**src/rtl/vdec_ctl.sv**
```systemverilog
module vdec_ctl #(
  parameter int          DW       = 32,
  parameter int          AW       = 2,
  parameter logic [31:0] PIC_MASK = 32'hFE04_FFFF
) (
  input  logic          clk,
  input  logic          rst_n,
  input  logic          reg_wr,
  input  logic [AW-1:0] reg_addr,
  input  logic [DW-1:0] reg_wdata,
  output logic [DW-1:0] reg_rdata,
  input  logic          core_err,
  input  logic          core_sc,
  input  logic          bus_busy,
  output logic          irq,
  output logic          buf_flush,
  output logic          buf_clear
);
  localparam logic [AW-1:0] A_PIC  = AW'(0);
  localparam logic [AW-1:0] A_STAT = AW'(1);
  localparam logic [AW-1:0] A_CTRL = AW'(2);
  localparam logic [AW-1:0] A_CMD  = AW'(3);

  logic [DW-1:0] pic_q;
  logic err_q, sc_q, ien_q, pend_q, flush_q, clear_q;

  wire wr_ok    = reg_wr & ~pend_q;
  wire wr_pic   = wr_ok & (reg_addr == A_PIC);
  wire wr_stat  = wr_ok & (reg_addr == A_STAT);
  wire wr_ctrl  = wr_ok & (reg_addr == A_CTRL);
  wire wr_cmd   = wr_ok & (reg_addr == A_CMD);
  wire do_clear = pend_q & ~bus_busy;

  always_ff @(posedge clk or negedge rst_n) begin
    if (!rst_n) begin
      pic_q   <= '0;
      err_q   <= 1'b0;
      sc_q    <= 1'b0;
      ien_q   <= 1'b0;
      pend_q  <= 1'b0;
      flush_q <= 1'b0;
      clear_q <= 1'b0;
    end else if (do_clear) begin
      pic_q   <= '0;
      err_q   <= 1'b0;
      sc_q    <= 1'b0;
      ien_q   <= 1'b0;
      pend_q  <= 1'b0;
      flush_q <= 1'b0;
      clear_q <= 1'b1;
    end else begin
      clear_q <= 1'b0;
      if (wr_pic)  pic_q <= reg_wdata & DW'(PIC_MASK);
      if (wr_ctrl) ien_q <= reg_wdata[0];
      err_q   <= core_err | (err_q & ~(wr_stat & reg_wdata[0]));
      sc_q    <= core_sc  | (sc_q  & ~(wr_stat & reg_wdata[1]));
      pend_q  <= pend_q | (wr_cmd & reg_wdata[1]);
      flush_q <= wr_cmd & reg_wdata[0] & ~reg_wdata[1];
    end
  end

  always_comb begin
    reg_rdata = '0;
    case (reg_addr)
      A_PIC:   reg_rdata = pic_q;
      A_STAT:  reg_rdata[2:0] = {pend_q, sc_q, err_q};
      A_CTRL:  reg_rdata[0] = ien_q;
      default: reg_rdata = '0;
    endcase
  end

  assign irq       = err_q & ien_q;
  assign buf_flush = flush_q;
  assign buf_clear = clear_q;

  p_err_sets_r2: assert property (@(posedge clk) disable iff (!rst_n)
    (core_err && !do_clear) |=> reg_rdata_err_chk(err_q));
  p_both_flags_r3: assert property (@(posedge clk) disable iff (!rst_n)
    (core_err && core_sc && !do_clear) |=> (err_q && sc_q));
  p_irq_follows_r5: assert property (@(posedge clk) disable iff (!rst_n)
    (core_err && ien_q && !do_clear && !wr_ctrl) |=> irq);
  p_flush_cmd_r6: assert property (@(posedge clk) disable iff (!rst_n)
    buf_flush |-> ($past(reg_wr) && $past(reg_addr) == A_CMD && $past(reg_wdata[0])));
  p_reset_waits_r7: assert property (@(posedge clk) disable iff (!rst_n)
    (pend_q && bus_busy) |=> (pend_q && !buf_clear));
  p_clear_zero_r8: assert property (@(posedge clk) disable iff (!rst_n)
    buf_clear |-> (pic_q == '0 && !err_q && !sc_q && !ien_q && !pend_q && !buf_flush));
  p_set_wins_r9: assert property (@(posedge clk) disable iff (!rst_n)
    (core_err && wr_stat && reg_wdata[0] && !do_clear) |=> err_q);

  function automatic logic reg_rdata_err_chk(input logic f);
    return f;
  endfunction
endmodule

```
**config.mk**
```make
export PLATFORM = sky130hd
export DESIGN_NAME = vdec_ctl
export DESIGN_NICKNAME = d
export VERILOG_FILES = /design/src/rtl/vdec_ctl.sv
export SDC_FILE = /design/constraint.sdc
export NUM_CORES = 1
export LEC_CHECK = 0
export BUFFER_PORTS_ARGS = -buffer_cell sky130_fd_sc_hd__buf_2
export CORE_ASPECT_RATIO = 0.7
export CORE_MARGIN = 5
export CORE_UTILIZATION = 45
export DETAILED_ROUTE_END_ITERATION = 7
export PLACE_DENSITY = 0.79
export SETUP_SLACK_MARGIN = 0.02
export SYNTH_ARGS = -nofsm -noshare
export SYNTH_HDL_FRONTEND = slang
export SYNTH_SLANG_ARGS = --single-unit
```
**constraint.sdc**
```tcl
create_clock -name clk -period 1.67 [get_ports clk]
set_input_delay 0.334 -clock clk [delete_from_list [all_inputs] [get_ports clk]]
set_output_delay 0.334 -clock clk [all_outputs]
set_load 0.005 [all_outputs]
```
# After elaboration in Yosys (flattened, before gate mapping)
# Cells that the tools add are included.
# totals
in_bits	40
output_inout_bits	35
word_cells	47
reg_bits	38
# classes
reduce_logical	3
muxes	12
bitwise	22
n_eq_ne	3
# ops
operator	count
32-bit 2-to-1 mux	2
29-bit 2-to-1 mux	1
1-bit AND	14
1-bit 2-to-1 mux	7
1-bit inverter	5
2-bit == test (second input constant)	2
2-bit case mux with 2 select lines	1
2-bit nonzero test	2
1-bit bitwise OR	3
1-bit case mux with 3 select lines	1
2-bit by 1-bit == test with 1-bit output (second input constant)	1
2-bit logical NOT	1

# Longest topological paths before layout
# depth
word_depth	8
mapped_depth	6

# Worst setup path before layout
# Ideal clock, no wire load.
# synth_timing
path_kind	in2out
from	in reg_addr[1]
to	out reg_rdata[10]
arrival_ns	0.982
stages	4
slack_ns	0.354
required_ns	1.336
path_cell_list	buf_2 > nor2_1 > clkbuf_1 > and2_1
# synth_via
elab_chain_cells	2
# synth_lines
element	line	source
start: declaration	9	input logic [AW-1:0] reg_addr,
2-bit logical NOT	64	case (reg_addr)
29-bit 2-to-1 mux	64	
end: declaration	11	output logic [DW-1:0] reg_rdata,
# Every way passes these cells.

# Final worst setup path
# layout_timing
from	in reg_addr[0]
to	out reg_rdata[12]
# The elaborated chain is that of the path after synthesis.

==> key figures <==
STA
  • Slew margin rel.: between 50 and 60%
  • RSZ-0062 raised after global routing: no
  • Fin crit period: about 1500 ps
  • Final slew viol count: 0
  • Max Fclk: roughly 700 MHz
  • Setup Skew: 2.49 ps
  • Worst-Margin Slew: between 600 and 700 ps
  • Final setup fails: 0
  • Final critical-path share of the clock period: between 80% and 90%
  • Total negative slack: 0 ps
  • Final hold vios: 0

Setup path
  • Crit path from: reg_addr[0]
  • Delay-heaviest family, CP: buffers and inverters
  • Reg-to-reg critical path startpoint: pend_q
  • Worst Setup Start Kind: primary input
  • CP required: 1340 ps
  • Worst Path Arrival: 1130 ps
  • CP Depth: 5
  • R2R setup slack: roughly 350 ps
  • Critical Path Sink Type: output port
  • Worst-path fanout max: 11
  • CP Cell Sequence: buf_2 -> nor2_1 -> buf_4 -> and2_1 -> buf_2
  • Worst Setup EP: reg_rdata[12]
  • Reg2reg end: pic_q[3]
  • Worst setup path class: in -> out
  • Crit-path most repeated cell: buf_2
  • CP Buf/Inv Count: 3
  • Crit-path max cell delay: roughly 230 ps
  • Critical path's slowest cell: buf_2
  • FF-to-FF path depth: 4

Floorplan
  • Die ar.: between 4000 and 5000 um2
  • Num rows: 17
  • Core area: roughly 3200 um2
  • DIE HEIGHT: a little under 60 um
  • I/O pins: 75
  • Die span in x: 79.3 um
  • Initial Util: a little under half

Routing
  • Met1 Routed Length: about 1400 um
  • Vias/cell: about 4.7
  • Routed Antenna Nets: 0
  • Max layer used: met4
  • Avg WL per Cell: ~12 um
  • Vias: 1260
  • DRC: 0
  • WL met3: roughly 260 um
  • Drt first-iter violations: 54
  • Met2 routed WL: around 1400 um
  • DR pass1 iterations: 3
  • Total wire length: 3170 um

Clock tree
  • CTS tree: yes
  • Worst-case clock buffer depth: 2
  • Root Driver: clkbuf_8
  • Postcts setup bufs: 0
  • PostCTS Resize Cnt: 0
  • Latest clock arrival within the worst-skew pair: 270 ps
  • Clock edge transition at the registers on the reported setup and hold paths: about 60 ps
  • Clock sink count: 30
  • CTS Buf Count: 5
  • CTS H-tree depth: 2
  • Hold_buf cts: 0

Layout
  • Syn-to-layout area delta: 25.7%
  • Fin nets: 269
  • Antenna fix cells: 0
  • Share of cells above drive strength 1: between 30% and 40%
  • Final non-filler cell total: around 270
  • Fillers: roughly 290

Worst hold path
  • Hold Path Class: in -> async

GRT
  • Largest net degree at the start of global routing: 39
  • First-pass GRT wire length: 5180 um
  • Number of antenna violations at the first check in global routing: 0
  • Remaining global-route overflow: 0
  • Total GRT Usage: between 10% and 20%
  • Vias in the first global route: ~1200

Placed design
  • HPWL after DPL: between 2000 and 2500 um
  • Dpl cells: 260
  • # port buffers: 58
  • GPL Wtd Cong: 0.820

Yosys
  • Sequential area share after synthesis: between 40% and 50%
  • Syn Inst Count: 171
  • Synth warn: 0
  • Yosys reg bits: 30
  • Mapped Area: approximately 1500 um2
  • Avg Synthesized Cell Area: 8.84 um2
  • Synth cell types: 23

Power and ir drop
  • PwrDens: between 900 and 1000 nW/um2
  • Leakage: roughly 1 nW
  • Max VDD drop: 0.480 mV

Flow run
  • Max Cap Violations: 0

Outcome
  • Status: finished, final reports clean
==> through the flow <==
step           setup WS (ps)  total power [mW]  utilization [%]  area, um2  hold WS, ps
3_3_place_gp             227              1.18             56.1       1790          397
6_report                 209              1.85             59.6       1900         80.4
4_1_cts                  215              1.87             59.6       1900          103
5_1_grt                  148              1.96             59.6       1900          143
3_5_place_dp             218              1.19             56.1       1790          396
2_1_floorplan            354              1.07                -       1540         38.4
==> power breakdown <==
group	internal (mW)	leakage [nW]	switching, mW
Clock	0.416	0.0575	0.255
Combinational	0.138	0.570	0.149
Sequential	0.837	0.378	0.0511
Total	1.39	1.01	0.455
==> logic make-up after synthesis <==
| family | Yosys count | share of synthesized area, % |
|---|---|---|
| multiplexers | 3 | 1.99 |
| AND/OR/NAND/NOR | 84 | 27.8 |
| other | 1 | 0.248 |
| flip-flops | 30 | 49.7 |
| AO/OA/AOI/OAI | 31 | 10.3 |
| buffers and inverters | 22 | 9.93 |
==> layout by cell type (no fill, tap or decap), drive strengths merged <==
cell and count:
and2 22, inv 2, clkbuf 8, nor4bb 1, buf 64, a31oi 1, nand2b 1, o21ai 29
conb 8, nor2 3, dfrtp 30, nand4b 1, mux2i 3, nand4 1, a21oi 1, nand3b 1
nand2 51, nor4b 3
==> routing by layer <==
layer	up-vias	GRT usage, %
li1	651	-
met1	568	17.9
met2	39	22.9
met3	2	5.66
met4	0	3.68
met5	-	0
==> state kept, by name, indices dropped and copies added, names as in the netlist <==
name       count
pic_q         24
buf_flush      1
pend_q         1
buf_clear      1
ien_q          1
err_q          1
sc_q           1
==> worst min path at each step <==
stage / end / slack [ps] / depth (start not counted)
final: pic_q[28] / 80 / 1
after global routing: pic_q[27] / 140 / 1
after global placement: pic_q[27] / 400 / 1
after CTS: pic_q[27] / 100 / 1
after detailed placement: pic_q[27] / 400 / 1
after floorplan: buf_clear / 40 / 0
==> synth_stat cells <==
cell type  number  area, um2
a21oi_1         1       5.00
a31oi_1         1       6.26
and2_1         22        138
buf_2           5       25.0
buf_4           8       60.1
buf_6           4       45.0
clkbuf_1        2       7.51
clkbuf_2        1       5.00
conb_1          1       3.75
dfrtp_1        30        751
inv_1           2       7.51
mux2i_1         3       30.0
nand2_1        51        191
nand2b_1        1       6.26
nand3b_1        1       7.51
nand4_1         1       6.26
nand4b_1        1       8.76
nor2_1          3       11.3
nor4b_1         2       17.5
nor4b_4         1       23.8
nor4bb_1        1       10.0
o21ai_0        25        125
o21ai_1         4       20.0
==> area by class of cell <==
| class | instances | area [um2] | area share, % |
|---|---|---|---|
| repair buffers | 64 | 348 | 18.3 |
| flip-flops and latches | 30 | 751 | 39.5 |
| clock buffers | 8 | 110 | 5.79 |
| multi-input cells | 126 | 637 | 33.5 |
| inverters | 2 | 7.51 | 0.395 |
| well taps | 38 | 47.5 | 2.50 |
Power figures use the tool's default switching activity.
